===== src/rtl/sdh_pkg.sv =====
package sdh_pkg;
  localparam int unsigned REG_W = 32;
  localparam int unsigned CMD_W = 16;
  localparam int unsigned IDX_W = 6;
  localparam int unsigned ST_W  = 11;
  localparam int unsigned CFG_W = 11;

  localparam int unsigned OFS_CMD  = 'h00;
  localparam int unsigned OFS_ARG  = 'h04;
  localparam int unsigned OFS_TOUT = 'h08;
  localparam int unsigned OFS_CDIV = 'h0C;
  localparam int unsigned OFS_RSP  = 'h10;
  localparam int unsigned OFS_ST   = 'h20;
  localparam int unsigned OFS_PWR  = 'h30;
  localparam int unsigned OFS_DBG  = 'h34;
  localparam int unsigned OFS_CFG  = 'h38;

  localparam int unsigned CB_START = 15;
  localparam int unsigned CB_FAIL  = 14;
  localparam int unsigned CB_BUSYW = 11;
  localparam int unsigned CB_NORSP = 10;
  localparam int unsigned CB_LONG  = 9;

  localparam int unsigned SB_BUSY = 10;
  localparam int unsigned SB_BLK  = 9;
  localparam int unsigned SB_DATA = 8;
  localparam int unsigned SB_CTO  = 6;

  localparam int unsigned FB_BUSY_EN = 10;

  typedef enum logic [1:0] {
    RLEN_NONE = 2'd0,
    RLEN_4B   = 2'd1,
    RLEN_16B  = 2'd2,
    RLEN_ERR  = 2'd3
  } rsp_len_e;

  typedef enum logic [1:0] {
    SEQ_IDLE = 2'd0,
    SEQ_REQ  = 2'd1,
    SEQ_WAIT = 2'd2
  } seq_state_e;
endpackage


===== src/rtl/sdh_cmd_seq.sv =====
module sdh_cmd_seq
  import sdh_pkg::*;
(
  input  logic clk_i,
  input  logic rst_ni,
  input  logic launch_i,
  input  logic cmd_ready_i,
  input  logic rsp_valid_i,
  output logic cmd_valid_o,
  output logic busy_o,
  output logic done_o
);
  seq_state_e st_q, st_d;

  always_comb begin
    st_d = st_q;
    unique case (st_q)
      SEQ_IDLE: if (launch_i)    st_d = SEQ_REQ;
      SEQ_REQ:  if (cmd_ready_i) st_d = SEQ_WAIT;
      SEQ_WAIT: if (rsp_valid_i) st_d = SEQ_IDLE;
      default:                   st_d = SEQ_IDLE;
    endcase
  end

  always_ff @(posedge clk_i or negedge rst_ni) begin
    if (!rst_ni) st_q <= SEQ_IDLE;
    else         st_q <= st_d;
  end

  assign cmd_valid_o = (st_q == SEQ_REQ);
  assign busy_o      = (st_q != SEQ_IDLE);
  // reply beats outside the wait state are dropped
  assign done_o      = (st_q == SEQ_WAIT) && rsp_valid_i;
endmodule


===== src/rtl/sdh_rsp_eval.sv =====
module sdh_rsp_eval
  import sdh_pkg::*;
#(
  parameter int unsigned RSP_WORDS = 4,
  localparam int unsigned RSP_W    = RSP_WORDS * REG_W
) (
  input  rsp_len_e                      len_i,
  input  logic [RSP_W-1:0]              data_i,
  input  logic                          no_rsp_i,
  input  logic                          long_i,
  output logic                          fail_o,
  output logic                          store_o,
  output logic [RSP_WORDS-1:0][REG_W-1:0] words_o
);
  logic len_bad;

  always_comb begin
    len_bad = (len_i == RLEN_NONE) || ((len_i == RLEN_4B) && long_i);
    fail_o  = (len_i == RLEN_ERR) || (!no_rsp_i && len_bad);
    store_o = !fail_o && !no_rsp_i;
  end

  for (genvar k = 0; k < RSP_WORDS; k++) begin : g_word
    if (k == 0) begin : g_low
      assign words_o[k] = (len_i == RLEN_16B) ? data_i[REG_W-1:0]
                                              : data_i[RSP_W-1 -: REG_W];
    end else begin : g_high
      assign words_o[k] = (len_i == RLEN_16B) ? data_i[k*REG_W +: REG_W] : '0;
    end
  end
endmodule


===== src/rtl/sdh_rd_mux.sv =====
module sdh_rd_mux
  import sdh_pkg::*;
#(
  parameter int unsigned ADDR_W    = 8,
  parameter int unsigned RSP_WORDS = 4
) (
  input  logic [ADDR_W-1:0]               addr_i,
  input  logic [CMD_W-1:0]                cmd_i,
  input  logic [REG_W-1:0]                arg_i,
  input  logic [ST_W-1:0]                 st_i,
  input  logic [CFG_W-1:0]                cfg_i,
  input  logic                            pwr_i,
  input  logic [REG_W-1:0]                dbg_i,
  input  logic [RSP_WORDS-1:0][REG_W-1:0] rsp_i,
  output logic [REG_W-1:0]                rdata_o
);
  always_comb begin
    rdata_o = '0;
    if (addr_i == ADDR_W'(OFS_CMD)) rdata_o = REG_W'(cmd_i);
    if (addr_i == ADDR_W'(OFS_ARG)) rdata_o = arg_i;
    if (addr_i == ADDR_W'(OFS_ST))  rdata_o = REG_W'(st_i);
    if (addr_i == ADDR_W'(OFS_CFG)) rdata_o = REG_W'(cfg_i);
    if (addr_i == ADDR_W'(OFS_PWR)) rdata_o = REG_W'(pwr_i);
    if (addr_i == ADDR_W'(OFS_DBG)) rdata_o = dbg_i;
    for (int k = 0; k < int'(RSP_WORDS); k++) begin
      if (addr_i == ADDR_W'(OFS_RSP + 4 * k)) rdata_o = rsp_i[k];
    end
  end
endmodule


===== src/rtl/sdh_cmd_regs.sv =====
module sdh_cmd_regs
  import sdh_pkg::*;
#(
  parameter int unsigned ADDR_W    = 8,
  parameter int unsigned RSP_WORDS = 4,
  parameter logic [31:0] DBG_RST   = 32'h0000_C60F,
  localparam int unsigned RSP_W    = RSP_WORDS * REG_W
) (
  input  logic              clk_i,
  input  logic              rst_ni,
  input  logic              reg_we_i,
  input  logic [ADDR_W-1:0] reg_addr_i,
  input  logic [31:0]       reg_wdata_i,
  output logic [31:0]       reg_rdata_o,
  output logic              irq_o,
  output logic              cmd_valid_o,
  input  logic              cmd_ready_i,
  output logic [5:0]        cmd_idx_o,
  output logic [31:0]       cmd_arg_o,
  input  logic              rsp_valid_i,
  input  logic [1:0]        rsp_len_i,
  input  logic [RSP_W-1:0]  rsp_data_i
);
  logic [CMD_W-1:0]                cmd_q;
  logic [REG_W-1:0]                arg_q;
  logic [ST_W-1:0]                 st_q, st_d;
  logic [CFG_W-1:0]                cfg_q;
  logic                            pwr_q;
  logic [REG_W-1:0]                dbg_q;
  logic [RSP_WORDS-1:0][REG_W-1:0] rsp_q, rsp_words;

  logic busy, done, fail, store, launch;
  logic wr_cmd, wr_arg, wr_st, wr_cfg, wr_pwr, wr_dbg;

  assign wr_cmd = reg_we_i && (reg_addr_i == ADDR_W'(OFS_CMD)) && !busy;
  assign wr_arg = reg_we_i && (reg_addr_i == ADDR_W'(OFS_ARG)) && !busy;
  assign wr_st  = reg_we_i && (reg_addr_i == ADDR_W'(OFS_ST));
  assign wr_cfg = reg_we_i && (reg_addr_i == ADDR_W'(OFS_CFG));
  assign wr_pwr = reg_we_i && (reg_addr_i == ADDR_W'(OFS_PWR));
  assign wr_dbg = reg_we_i && (reg_addr_i == ADDR_W'(OFS_DBG));
  assign launch = wr_cmd && reg_wdata_i[CB_START];

  sdh_cmd_seq u_seq (
    .clk_i       (clk_i),
    .rst_ni      (rst_ni),
    .launch_i    (launch),
    .cmd_ready_i (cmd_ready_i),
    .rsp_valid_i (rsp_valid_i),
    .cmd_valid_o (cmd_valid_o),
    .busy_o      (busy),
    .done_o      (done)
  );

  sdh_rsp_eval #(.RSP_WORDS(RSP_WORDS)) u_eval (
    .len_i    (rsp_len_e'(rsp_len_i)),
    .data_i   (rsp_data_i),
    .no_rsp_i (cmd_q[CB_NORSP]),
    .long_i   (cmd_q[CB_LONG]),
    .fail_o   (fail),
    .store_o  (store),
    .words_o  (rsp_words)
  );

  // completion sets win over a same-cycle clear
  always_comb begin
    st_d = st_q;
    if (wr_st) st_d = st_q & ~reg_wdata_i[ST_W-1:0];
    if (done) begin
      if (fail) st_d[SB_CTO] = 1'b1;
      else if (cmd_q[CB_BUSYW] && cfg_q[FB_BUSY_EN]) st_d[SB_BUSY] = 1'b1;
    end
  end

  always_ff @(posedge clk_i or negedge rst_ni) begin
    if (!rst_ni) begin
      cmd_q <= '0;
      arg_q <= '0;
      st_q  <= '0;
      cfg_q <= '0;
      pwr_q <= 1'b0;
      dbg_q <= DBG_RST;
      rsp_q <= '0;
    end else begin
      st_q <= st_d;
      if (wr_cmd) cmd_q <= reg_wdata_i[CMD_W-1:0];
      if (done) begin
        cmd_q[CB_START] <= 1'b0;
        if (fail) cmd_q[CB_FAIL] <= 1'b1;
        if (store) rsp_q <= rsp_words;
      end
      if (wr_arg) arg_q <= reg_wdata_i;
      if (wr_cfg) cfg_q <= reg_wdata_i[CFG_W-1:0];
      if (wr_pwr) pwr_q <= reg_wdata_i[0];
      if (wr_dbg) dbg_q <= (reg_wdata_i[3:0] == 4'hF) ? {reg_wdata_i[31:4], 4'h0}
                                                     : reg_wdata_i;
    end
  end

  sdh_rd_mux #(.ADDR_W(ADDR_W), .RSP_WORDS(RSP_WORDS)) u_rd (
    .addr_i  (reg_addr_i),
    .cmd_i   (cmd_q),
    .arg_i   (arg_q),
    .st_i    (st_q),
    .cfg_i   (cfg_q),
    .pwr_i   (pwr_q),
    .dbg_i   (dbg_q),
    .rsp_i   (rsp_q),
    .rdata_o (reg_rdata_o)
  );

  assign irq_o     = st_q[SB_BUSY] | st_q[SB_BLK] | st_q[SB_DATA];
  assign cmd_idx_o = cmd_q[IDX_W-1:0];
  assign cmd_arg_o = arg_q;
endmodule


===== config.mk =====
export PLATFORM = sky130hd
export DESIGN_NAME = sdh_cmd_regs
export DESIGN_NICKNAME = d
export VERILOG_FILES = /design/src/rtl/sdh_pkg.sv /design/src/rtl/sdh_cmd_seq.sv /design/src/rtl/sdh_rsp_eval.sv /design/src/rtl/sdh_rd_mux.sv /design/src/rtl/sdh_cmd_regs.sv
export SDC_FILE = /design/constraint.sdc
export NUM_CORES = 1
export LEC_CHECK = 0
export BUFFER_PORTS_ARGS = -buffer_cell sky130_fd_sc_hd__buf_2
export CAP_MARGIN = 20
export CORE_MARGIN = 2
export CORE_UTILIZATION = 45
export DETAILED_ROUTE_END_ITERATION = 16
export PLACE_DENSITY_LB_ADDON = 0.12
export SLEW_MARGIN = 20
export SYNTH_ARGS = -nofsm -noshare
export SYNTH_HDL_FRONTEND = slang
export SYNTH_SLANG_ARGS = --single-unit

===== constraint.sdc =====
create_clock -name clk_i -period 3.1 [get_ports clk_i]
set_input_delay 0.62 -clock clk_i [delete_from_list [all_inputs] [get_ports clk_i]]
set_output_delay 0.62 -clock clk_i [all_outputs]
set_load 0.02 [all_outputs]

; Word level (Yosys, flattened, before mapping)
; Cells that the tools add are included.
; W data, S select, Z words.
[op_classes]
n_mux = 28
n_mul = 0
n_shift = 0
n_reduce_logical = 26
n_eq_ne = 18
n_lt_le_gt_ge = 0
n_addsub = 0
n_bitwise = 4
div = 0
[op_table]
columns = op, n
row1 = $mux W32, 13
row2 = $eq A8 B5 Y1 const B, 4
row3 = $eq A8 B6 Y1 const B, 4
row4 = $mux W16, 2
row5 = $logic_and A1 B1 Y1, 14
row6 = $and A11 B11 Y11, 1
row7 = $mux W11, 1
row8 = $not A11 Y11, 1
row9 = $eq A8 B3 Y1 const B, 1
row10 = $logic_not A8 Y1, 1
row11 = $mux W2, 4
row12 = $eq A2 B2 Y1 const B, 3
row13 = $mux W1, 6
row14 = $pmux W2 S3, 1
row15 = $eq A2 B1 Y1 const B, 2
row16 = $eq A4 B4 Y1 const B, 1
row17 = $logic_not A2 Y1, 2
row18 = $mux W4, 1
row19 = $ne A2 B2 Y1 const B, 2
row20 = $reduce_bool A2 Y1, 2
row21 = $logic_not A1 Y1, 3
row22 = $reduce_and A3 Y1, 1
row23 = $logic_or A1 B1 Y1, 2
row24 = $ne A2 B1 Y1 const B, 1
row25 = other kinds (2), 3
[totals]
elab_cells = 90
ramBits = 0
inputBits = 175
romBits = 0
regBits = 233
n_memories = 0
out_inout_bits = 72
latch_bits = 0

; Logic depth before layout (Yosys ltp)
; Gate-level depths: netlist of run 1.
[logic_depth]
ltp_word = 11
mapped_depth = 10
mapped_depth_nobuf = 6

; Modules after synthesis
; From an unflattened synthesis of run 1, not the netlist that was laid out.
[unflattened]
hier_cells = 1061
area_unflattened_um2 = 12717.2
[modules_own_cells]
columns = mod, seq_area_each_um2, area_each_um2, cells_each, instances
row1 = sdh_cmd_regs, 5790.6, 8962.3, 527, 1
row2 = sdh_rd_mux, 0.0, 2511.2, 375, 1
row3 = sdh_rsp_eval, 0.0, 1134.8, 149, 1
row4 = sdh_cmd_seq, 50.0, 108.9, 10, 1

; Worst setup path after synthesis of run 1
; Ideal clock, no wire load.
[synth_timing]
path_type = input-to-output
from = in reg_addr_i[3]
to = out reg_rdata_o[18]
slack_ps = 110
required_time_ps = 2480
cell_stages = 7
n_path_buf = 3
t_arrival_ps = 2370
cell_sequence = buf_2 -> or3_1 -> buf_2 -> nor3_4 -> buf_6 -> a221oi_1 -> o31ai_1
[synth_between]
elab_chain_cells = 10
word_cells_on_any_way = 18
classes_between = 9 x eq/ne / 9 x mux
[synth_rtl]
columns = item, line_no
row1 = "start, declared", sdh_cmd_regs.sv:12  ; input logic [ADDR_W-1:0] reg_addr_i,
row2 = $eq A8 B3 Y1, sdh_rd_mux.sv:20  ; if (addr_i == ADDR_W'(OFS_ARG)) rdata_o = arg_i;
row3 = $mux W32, sdh_rd_mux.sv:20
row4 = $mux W32, sdh_rd_mux.sv:21  ; if (addr_i == ADDR_W'(OFS_ST)) rdata_o = REG_W'(st_i);
row5 = $mux W32, sdh_rd_mux.sv:22  ; if (addr_i == ADDR_W'(OFS_CFG)) rdata_o = REG_W'(cfg_i);
row6 = $mux W32, sdh_rd_mux.sv:23  ; if (addr_i == ADDR_W'(OFS_PWR)) rdata_o = REG_W'(pwr_i);
row7 = $mux W32, sdh_rd_mux.sv:24  ; if (addr_i == ADDR_W'(OFS_DBG)) rdata_o = dbg_i;
row8 = $mux W32 (3 in a row), sdh_rd_mux.sv:26  ; if (addr_i == ADDR_W'(OFS_RSP + 4 * k)) rdata_o = rsp_i[k];
row9 = $mux W32 (*), sdh_rd_mux.sv:26
row10 = "end, declared", sdh_cmd_regs.sv:14  ; output logic [31:0] reg_rdata_o,
; Mark *: on every way between the ends. The rest lies on a longest branch, timed or not.

; Final worst setup path of run 1
[layout_timing]
from = in reg_addr_i[4]
to = out reg_rdata_o[20]
; The elaborated chain is that of the path after synthesis.

==> impl_results.html, run 1 <==
<table>
<tr><th>Metric</th><th>Value</th></tr>
<tr><th colspan="2">Critical path</th></tr>
<tr><td>Crit start category</td><td>input pin</td></tr>
<tr><td>Required time at the endpoint of the critical path</td><td>2480 ps</td></tr>
<tr><td>Depth of the worst register-to-register path</td><td>6</td></tr>
<tr><td>Slowest CP cell</td><td>or4_4</td></tr>
<tr><td>Arrival @ worst endpoint</td><td>2460 ps</td></tr>
<tr><td>Delay contributed by the slowest stage of the critical path</td><td>570 ps</td></tr>
<tr><td>Worst reg2reg startpoint</td><td>u_seq.st_q[0]$_DFFE_PN0P_</td></tr>
<tr><td>Worst Path Max Fanout</td><td>8</td></tr>
<tr><td>Setup CP Type</td><td>input pin to primary output</td></tr>
<tr><td>Series of cell instances along the critical path</td><td>buf_4 -&gt; or4_4 -&gt; nor3_4 -&gt; buf_12 -&gt; buf_8 -&gt; a21oi_1 -&gt; o21ai_0 -&gt; buf_2</td></tr>
<tr><td>Sort of element at the end of the critical path</td><td>primary output</td></tr>
<tr><td>Slack of the worst reg-to-reg path</td><td>1070 ps</td></tr>
<tr><td>Endpoint of the lowest-slack register-to-register path</td><td>rsp_q[23]$_DFFE_PN0P_</td></tr>
<tr><th colspan="2">Synth</th></tr>
<tr><td>Cell count after synthesis</td><td>1131</td></tr>
<tr><td>Flip-flop and latch count after synthesis</td><td>233</td></tr>
<tr><td>Share of synthesized area occupied by flip-flops and latches</td><td>0.524</td></tr>
<tr><td>Net count after synthesis</td><td>1306</td></tr>
<tr><td>Yosys cell types</td><td>55</td></tr>
<tr><td>Leading register cell type out of synthesis</td><td>dfrtp_1</td></tr>
<tr><td>Post-synthesis cell area</td><td>11100 um2</td></tr>
<tr><td>Yosys warns</td><td>0</td></tr>
<tr><td>Mean post-synth cell area</td><td>9.85 um2</td></tr>
<tr><td>Post-synthesis async set-or-reset flop share</td><td>1.00</td></tr>
<tr><td>Number of enable-type register cells in the synthesized netlist</td><td>0</td></tr>
<tr><th colspan="2">Final layout</th></tr>
<tr><td>Register cell area after layout</td><td>5840 um2</td></tr>
<tr><td>Commonest non-fill, non-tap cells in the layout</td><td>nand2_1, buf_2, dfrtp_1</td></tr>
<tr><td>Most common cell after layout, fill and taps aside</td><td>nand2_1</td></tr>
<tr><td>Relative area change from synthesis to final layout</td><td>26.7%</td></tr>
<tr><td>Fraction of final layout cells with drive strength greater than 1</td><td>0.335</td></tr>
<tr><td>Filler instances</td><td>2235</td></tr>
<tr><td>NumNets Final</td><td>1555</td></tr>
<tr><td>Area of the multi-input gates</td><td>4910 um2</td></tr>
<tr><th colspan="2">Hold path</th></tr>
<tr><td>Tightest Hold Check Type</td><td>input pin to async pin</td></tr>
<tr><th colspan="2">STA</th></tr>
<tr><td>Count of final setup violators</td><td>0</td></tr>
<tr><td>Hold Violations, Final</td><td>0</td></tr>
<tr><td>Unrepaired setup endpoints after global routing</td><td>true</td></tr>
<tr><td>Worst slew margin relative to its limit</td><td>0.604</td></tr>
<tr><td>Worst hold slack</td><td>64.2 ps</td></tr>
<tr><td>Minimum period implied by the final worst setup slack</td><td>3080 ps</td></tr>
<tr><td>Setup total negative slack</td><td>0 ps</td></tr>
<tr><td>Worst slew pin tran</td><td>594 ps</td></tr>
<tr><td>Peak clock frequency supported by timing</td><td>325 MHz</td></tr>
<tr><td>Worst Skew</td><td>16.6 ps</td></tr>
<tr><td>Number of pins with negative max-slew slack in the final report</td><td>0</td></tr>
<tr><td>Period Utilization, post-route</td><td>0.993</td></tr>
<tr><th colspan="2">Job</th></tr>
<tr><td>Max-capacitance violation count</td><td>0</td></tr>
<tr><th colspan="2">Clock network</th></tr>
<tr><td>Max H-tree Level</td><td>1</td></tr>
<tr><td>Root Buffer Master</td><td>clkbuf_16</td></tr>
<tr><td>Clock tree from TritonCTS</td><td>yes</td></tr>
<tr><td>Maximum number of buffers from clock root to sink</td><td>3</td></tr>
<tr><td>Clock slew at reported path FFs</td><td>60 ps</td></tr>
<tr><td>Clock latency at the later pin of the worst-skew pair</td><td>530 ps</td></tr>
<tr><td>CTS sink count</td><td>233</td></tr>
<tr><td>Cts bufs inserted</td><td>26</td></tr>
<tr><th colspan="2">Run status</th></tr>
<tr><td>Run status</td><td>completed</td></tr>
<tr><th colspan="2">Power and ir drop</th></tr>
<tr><td>Maximum ir drop on the vdd rail</td><td>0.000371 V</td></tr>
<tr><td>Combinational share of power</td><td>0.080</td></tr>
<tr><td>P_int</td><td>5750 uW</td></tr>
<tr><td>Part of the total power dissipated in sequential elements</td><td>0.436</td></tr>
<tr><td>Static Leakage</td><td>0.00697 uW</td></tr>
<tr><td>Net switching power</td><td>1690 uW</td></tr>
<tr><td>Power Dens Cells</td><td>527 nW/um2</td></tr>
<tr><td>Fraction of power consumed by the clock network</td><td>0.484</td></tr>
<tr><td>Sw Share</td><td>0.227</td></tr>
<tr><th colspan="2">Die</th></tr>
<tr><td>Die area</td><td>26000 um2</td></tr>
<tr><td>Horizontal extent of the die</td><td>161 um</td></tr>
<tr><td>IO Count</td><td>247</td></tr>
<tr><td>Die Span Y</td><td>161 um</td></tr>
<tr><td>Site row count</td><td>57</td></tr>
<tr><td>Starting Density</td><td>0.458</td></tr>
<tr><td>Core area</td><td>24300 um2</td></tr>
<tr><th colspan="2">Route</th></tr>
<tr><td>Number of DRC markers after the initial detailed-route iteration</td><td>711</td></tr>
<tr><td>Residual DRC count</td><td>0</td></tr>
<tr><td>Total Wirelength</td><td>33.9 mm</td></tr>
<tr><td>Detail-routed via count per cell</td><td>5.44</td></tr>
<tr><td>Average wire per cell in the routed design</td><td>19.6 um</td></tr>
<tr><td>Pre-antenna DRT Iters</td><td>8</td></tr>
<tr><td>Final ANT Viol Nets</td><td>0</td></tr>
<tr><td>Total vias in the final route</td><td>9398</td></tr>
<tr><th colspan="2">GRT</th></tr>
<tr><td>Number of antenna violations at the first check in global routing</td><td>8</td></tr>
<tr><td>Vias in the first global route</td><td>9573</td></tr>
<tr><td>Maximum number of pins on one net before global-route repair</td><td>76</td></tr>
<tr><td>Global-route wire length before repair</td><td>52.9 mm</td></tr>
<tr><td>Total global routing overflow</td><td>0</td></tr>
<tr><td>All-layer global routing usage</td><td>0.259</td></tr>
<tr><th colspan="2">Placement</th></tr>
<tr><td>Final weighted congestion in routability-driven placement</td><td>0.860</td></tr>
<tr><td>Estimated wirelength of the detail-placed design</td><td>24.3 mm</td></tr>
<tr><td>Number of I/O port buffers</td><td>246</td></tr>
</table>
## metal layers
metal  share of wire  routed length (um)  GRT usage
met2            0.47               16000      0.423
met5         0.00080                  27          0
met1            0.44               14900      0.352
met4           0.022                 740     0.0666
met3           0.066                2250     0.0562
## cell type report
type,instances,area share
repair buffers,311,0.136
flip-flops and latches,233,0.414
clock buffers,38,0.0558
multi-input cells,805,0.348
well taps,324,0.0287
inverters,3,0.000798
clock inverters,10,0.0160
diodes,4,0.000709
## how the worst max path moves through the flow
stage	start	to	slack [ps]	cells past startpoint
finish	reg_addr_i[4]	reg_rdata_o[20]	20	8
global route	reg_addr_i[7]	reg_rdata_o[30]	-20	10
CTS	reg_addr_i[5]	reg_rdata_o[18]	5	8
detailed placement	reg_addr_i[7]	reg_rdata_o[30]	-110	8
global placement	reg_addr_i[7]	reg_rdata_o[30]	10	8
floorplan	reg_addr_i[3]	reg_rdata_o[18]	110	7
## cell usage after synthesis (4+ instances only)
library cell,number,share of area
a211o_1,6,0.0047
o22ai_1,21,0.012
a21boi_0,10,0.0067
buf_4,10,0.0067
dfstp_2,8,0.019
mux2i_1,46,0.041
a21oi_1,34,0.015
nor2_1,39,0.013
a22oi_1,5,0.0034
mux2_2,84,0.085
buf_6,5,0.0051
clkbuf_1,48,0.016
a222oi_1,6,0.0054
mux2_1,7,0.0071
dfrtp_1,225,0.51
nand4_1,4,0.0022
o21ai_0,147,0.066
o221ai_1,7,0.0055
nor3_1,7,0.0031
nand3_1,19,0.0085
a221o_1,7,0.0063
nand2b_1,6,0.0034
a211oi_1,4,0.0027
a221oi_1,14,0.011
and3_1,6,0.0034
nand2_1,278,0.094
buf_2,24,0.011
o31ai_1,11,0.0074
## repair_timing
action / in CTS / in global routing
endpoints found under the setup margin: 11 / 11
pin swaps: 1 / 5
resized for setup: 3 / 18
setup buffers: 0 / 5
hold buffers: 0 / 0
## cell families after synthesis
family / count (synthesis) / synth area share
compound gates: 283 / 0.154
buf+inv: 93 / 0.0408
flops: 233 / 0.524
simple gates: 384 / 0.147
xor+xnor: 1 / 0.000786
mux: 137 / 0.133
## metrics by stage
| step | cell area, um2 | total power [uW] | std cells | setup slack (ps) | util |
|---|---|---|---|---|---|
| floorplan | 11100 | 3540 | 1131 | 110 | - |
| global placement | 13000 | 3880 | 1671 | 14.6 | 0.533 |
| detailed placement | 13000 | 3890 | 1671 | -111 | 0.533 |
| CTS | 14000 | 7490 | 1719 | 5.06 | 0.576 |
| global route | 14100 | 7700 | 1725 | -22.8 | 0.580 |
| finish | 14100 | 7440 | 1728 | 21.3 | 0.580 |
## worst max-delay path, delay by kind of cell
family          cells  cell delay (ps)
compound gates      2              370
buf+inv             4              660
simple gates        2              800
## power by group through the flow
stage               Clock, uW  Sequential, uW  Combinational, uW
detailed placement          0            3290                599
CTS                      3650            3240                602
global route             3790            3250                664
floorplan                   0            3290                253
finish                   3600            3240                598
global placement            0            3290                590
## sequential cells by signal, indices dropped and copies added, names as in the netlist
signal      flops
st_q           11
rsp_q         128
u_seq.st_q      2
cfg_q          11
dbg_q          32
cmd_q          16
cmd_arg_o      32
pwr_q           1
No activity file was read; power rests on OpenSTA's default activity.
==> run 2, diff against run 1 <==
Settings changed: REMOVE_ABC_BUFFERS set to 1.
==> impl_results.html, run 2 (synthesis results as in run 1) <==
<table>
<tr><th>Metric</th><th>Value</th></tr>
<tr><th colspan="2">Clock network</th></tr>
<tr><td>CTS sink count</td><td>233 (unchanged)</td></tr>
<tr><td>Root Buffer Master</td><td>clkbuf_16 (unchanged)</td></tr>
<tr><td>Maximum number of buffers from clock root to sink</td><td>3 (unchanged)</td></tr>
<tr><td>Cts bufs inserted</td><td>26 (unchanged)</td></tr>
<tr><td>Hold bufs inserted after CTS</td><td>0 (unchanged)</td></tr>
<tr><td>Clock tree from TritonCTS</td><td>yes (unchanged)</td></tr>
<tr><td>Clock slew at reported path FFs</td><td>60 ps (about the same)</td></tr>
<tr><td>Max H-tree Level</td><td>1 (unchanged)</td></tr>
<tr><td>Clock latency at the later pin of the worst-skew pair</td><td>530 ps (about the same)</td></tr>
<tr><th colspan="2">STA</th></tr>
<tr><td>Worst Skew</td><td>17.3 ps (was 16.6 ps)</td></tr>
<tr><td>Peak clock frequency supported by timing</td><td>332 MHz (was 325 MHz)</td></tr>
<tr><td>Worst slew margin relative to its limit</td><td>0.603 (was 0.604)</td></tr>
<tr><td>Period Utilization, post-route</td><td>0.972 (was 0.993)</td></tr>
<tr><td>Minimum period implied by the final worst setup slack</td><td>3010 ps (was 3080 ps)</td></tr>
<tr><td>Number of pins with negative max-slew slack in the final report</td><td>0 (unchanged)</td></tr>
<tr><td>Worst slew pin tran</td><td>596 ps (was 594 ps)</td></tr>
<tr><td>Count of final setup violators</td><td>0 (unchanged)</td></tr>
<tr><td>Hold Violations, Final</td><td>0 (unchanged)</td></tr>
<tr><td>Worst Slack Setup Final</td><td>86.6 ps (was 21.3 ps)</td></tr>
<tr><th colspan="2">Final layout</th></tr>
<tr><td>Design area</td><td>14100 um2 (about the same)</td></tr>
<tr><td>NumNets Final</td><td>1562 (was 1555)</td></tr>
<tr><td>Max reg flops</td><td>128 (unchanged)</td></tr>
<tr><td>Relative area change from synthesis to final layout</td><td>26.3% (was 26.7%)</td></tr>
<tr><td>Fraction of final layout cells with drive strength greater than 1</td><td>0.340 (was 0.335)</td></tr>
<tr><td>Commonest non-fill, non-tap cells in the layout</td><td>nand2_1, buf_2, dfrtp_1 (unchanged)</td></tr>
<tr><td>Register with the highest flop count</td><td>rsp_q (unchanged)</td></tr>
<tr><td>Most common cell after layout, fill and taps aside</td><td>nand2_1 (unchanged)</td></tr>
<tr><th colspan="2">GRT</th></tr>
<tr><td>Maximum number of pins on one net before global-route repair</td><td>131 (was 76)</td></tr>
<tr><td>Number of antenna violations at the first check in global routing</td><td>7 (was 8)</td></tr>
<tr><td>Global-route wire length before repair</td><td>49.9 mm (was 52.9 mm)</td></tr>
<tr><td>All-layer global routing usage</td><td>0.242 (was 0.259)</td></tr>
<tr><td>Total global routing overflow</td><td>0 (unchanged)</td></tr>
<tr><td>Vias in the first global route</td><td>9017 (was 9573)</td></tr>
<tr><th colspan="2">Die</th></tr>
<tr><td>Core area</td><td>24300 um2 (unchanged)</td></tr>
<tr><td>Site row count</td><td>57 (unchanged)</td></tr>
<tr><td>IO Count</td><td>247 (unchanged)</td></tr>
<tr><td>Die Span Y</td><td>161 um (unchanged)</td></tr>
<tr><td>Horizontal extent of the die</td><td>161 um (unchanged)</td></tr>
<tr><td>Starting Density</td><td>0.458 (unchanged)</td></tr>
<tr><td>Die area</td><td>26000 um2 (unchanged)</td></tr>
<tr><th colspan="2">Critical path</th></tr>
<tr><td>Arrival @ worst endpoint</td><td>2390 ps (was 2460 ps)</td></tr>
<tr><td>Sort of element at the end of the critical path</td><td>primary output (unchanged)</td></tr>
<tr><td>Worst Path Max Fanout</td><td>4 (was 8)</td></tr>
<tr><td>Number of buffers and inverters on the critical path</td><td>4 (unchanged)</td></tr>
<tr><td>Crit start category</td><td>input pin (unchanged)</td></tr>
<tr><td>Slowest CP cell</td><td>a311oi_1 (was or4_4)</td></tr>
<tr><td>Cell family with most CP delay</td><td>compound AO/OA/AOI/OAI gates (was simple AND/OR/NAND/NOR gates)</td></tr>
<tr><td>Required time at the endpoint of the critical path</td><td>2480 ps (about the same)</td></tr>
<tr><td>Setup CP Type</td><td>input pin to primary output (unchanged)</td></tr>
<tr><td>Series of cell instances along the critical path</td><td>buf_2 -&gt; buf_4 -&gt; nor4bb_4 -&gt; buf_4 -&gt; and4_2 -&gt; a211oi_1 -&gt; a311oi_1 -&gt; a221o_1 -&gt; buf_2 (was buf_4 -&gt; or4_4 -&gt; nor3_4 -&gt; buf_12 -&gt; buf_8 -&gt; a21oi_1 -&gt; o21ai_0 -&gt; buf_2)</td></tr>
<tr><td>Delay contributed by the slowest stage of the critical path</td><td>320 ps (was 570 ps)</td></tr>
<tr><th colspan="2">Placement</th></tr>
<tr><td>Area post-placement</td><td>13000 um2 (about the same)</td></tr>
<tr><td>Number of I/O port buffers</td><td>246 (unchanged)</td></tr>
<tr><td>Final weighted congestion in routability-driven placement</td><td>0.859 (was 0.860)</td></tr>
<tr><td>Setup Slack @ Placement</td><td>4.40 ps (was -111 ps)</td></tr>
<tr><td>Estimated wirelength of the detail-placed design</td><td>21.7 mm (was 24.3 mm)</td></tr>
<tr><th colspan="2">Route</th></tr>
<tr><td>Total Wirelength</td><td>31.9 mm (was 33.9 mm)</td></tr>
<tr><td>Total vias in the final route</td><td>9293 (was 9398)</td></tr>
<tr><td>Final ANT Viol Nets</td><td>0 (unchanged)</td></tr>
<tr><td>Number of DRC markers after the initial detailed-route iteration</td><td>516 (was 711)</td></tr>
<tr><td>Pre-antenna DRT Iters</td><td>6 (was 8)</td></tr>
<tr><td>Average wire per cell in the routed design</td><td>18.4 um (was 19.6 um)</td></tr>
<tr><td>Detail-routed via count per cell</td><td>5.37 (was 5.44)</td></tr>
<tr><td>Residual DRC count</td><td>0 (unchanged)</td></tr>
<tr><th colspan="2">Job</th></tr>
<tr><td>Max-capacitance violation count</td><td>0 (unchanged)</td></tr>
<tr><th colspan="2">Power and ir drop</th></tr>
<tr><td>Power Dens Cells</td><td>490 nW/um2 (was 527 nW/um2)</td></tr>
<tr><td>Maximum ir drop on the vdd rail</td><td>0.000400 V (was 0.000371 V)</td></tr>
<tr><td>Static Leakage</td><td>0.00694 uW (was 0.00697 uW)</td></tr>
<tr><th colspan="2">Run status</th></tr>
<tr><td>Run status</td><td>completed (unchanged)</td></tr>
<tr><th colspan="2">Hold path</th></tr>
<tr><td>Tightest Hold Check Type</td><td>input pin to async pin (unchanged)</td></tr>
</table>
run 2: cell types whose count changed in the layout (fill, tap and decap cells not counted), moves of 3 or more:
cell       previous run  this run
buf_2               241       244
clkbuf_8              7         3
and2_1                3         0
clkinv_2              3         9
bufinv_16             7         2
run 2: metal layers:
layer | track usage | part of all wire | vias to the layer above
met4 | 0.0544 | 0.017 | 10
met2 | 0.376 | 0.45 | 317
met1 | 0.343 | 0.45 | 4417
met5 | 0 | 0.0016 | -
li1 | - | - | 4500
met3 | 0.0606 | 0.079 | 49
run 2: power breakdown:
| group | leakage [uW] | switching (uW) | total [uW] | internal, uW |
|---|---|---|---|---|
| Clock | 0.000422 | 1240 | 3060 | 1820 |
| Combinational | 0.00333 | 340 | 599 | 259 |
| Sequential | 0.00319 | 69.8 | 3230 | 3160 |
run 2: worst reg2reg max path: stages (launching register included):
cell and delay [ps]:
dfrtp_1 400, nor3b_1 210, buf_4 170, nand3_2 460
mux2_2 470
run 2: cell type report:
class,instances,area (um2)
fill,2262,10300
sequential,233,5840
multi-input combinational,805,4950
timing repair buffer,318,2000
clock buffer,33,728
tap,324,405
clock inverter,13,120
inverter,3,11.3
antenna,3,7.51
run 2: through the flow:
stage                      util  TNS, ps  cells  total power (uW)  hold WS, ps
final                     0.578        0   1732              6890         63.6
after global routing      0.578    -21.7   1730              7190          101
after CTS                 0.571        0   1723              6960         79.7
after detailed placement  0.535        0   1677              3880          466
after global placement    0.535        0   1677              3870          462
after floorplan               -  -412830   1041              3530          324
run 2: timing repair:
item,4_1_cts,5_1_grt
hold endpoints to repair,0,0
gates resized for setup,2,21
cloned,0,2
setup buffers,0,4
endpoints found under the setup margin,3,24
pin swaps,0,5
run 2: final timing paths:
check	cells after the start	slack [ps]	start	end
max in group asynchronous	2	2250	rst_ni	dbg_q[1]$_DFFE_PN1P_
min in group clk_i	2	300	rsp_valid_i	u_seq.st_q[1]$_DFFE_PN0P_
max reg2reg	4	1280	u_seq.st_q[0]$_DFFE_PN0P_	cmd_q[7]$_DFFE_PN0N_
min reg2reg	2	470	rsp_q[75]$_DFFE_PN0P_	rsp_q[75]$_DFFE_PN0P_
max	9	90	reg_addr_i[5]	reg_rdata_o[3]
min	1	60	rst_ni	rsp_q[108]$_DFFE_PN0P_
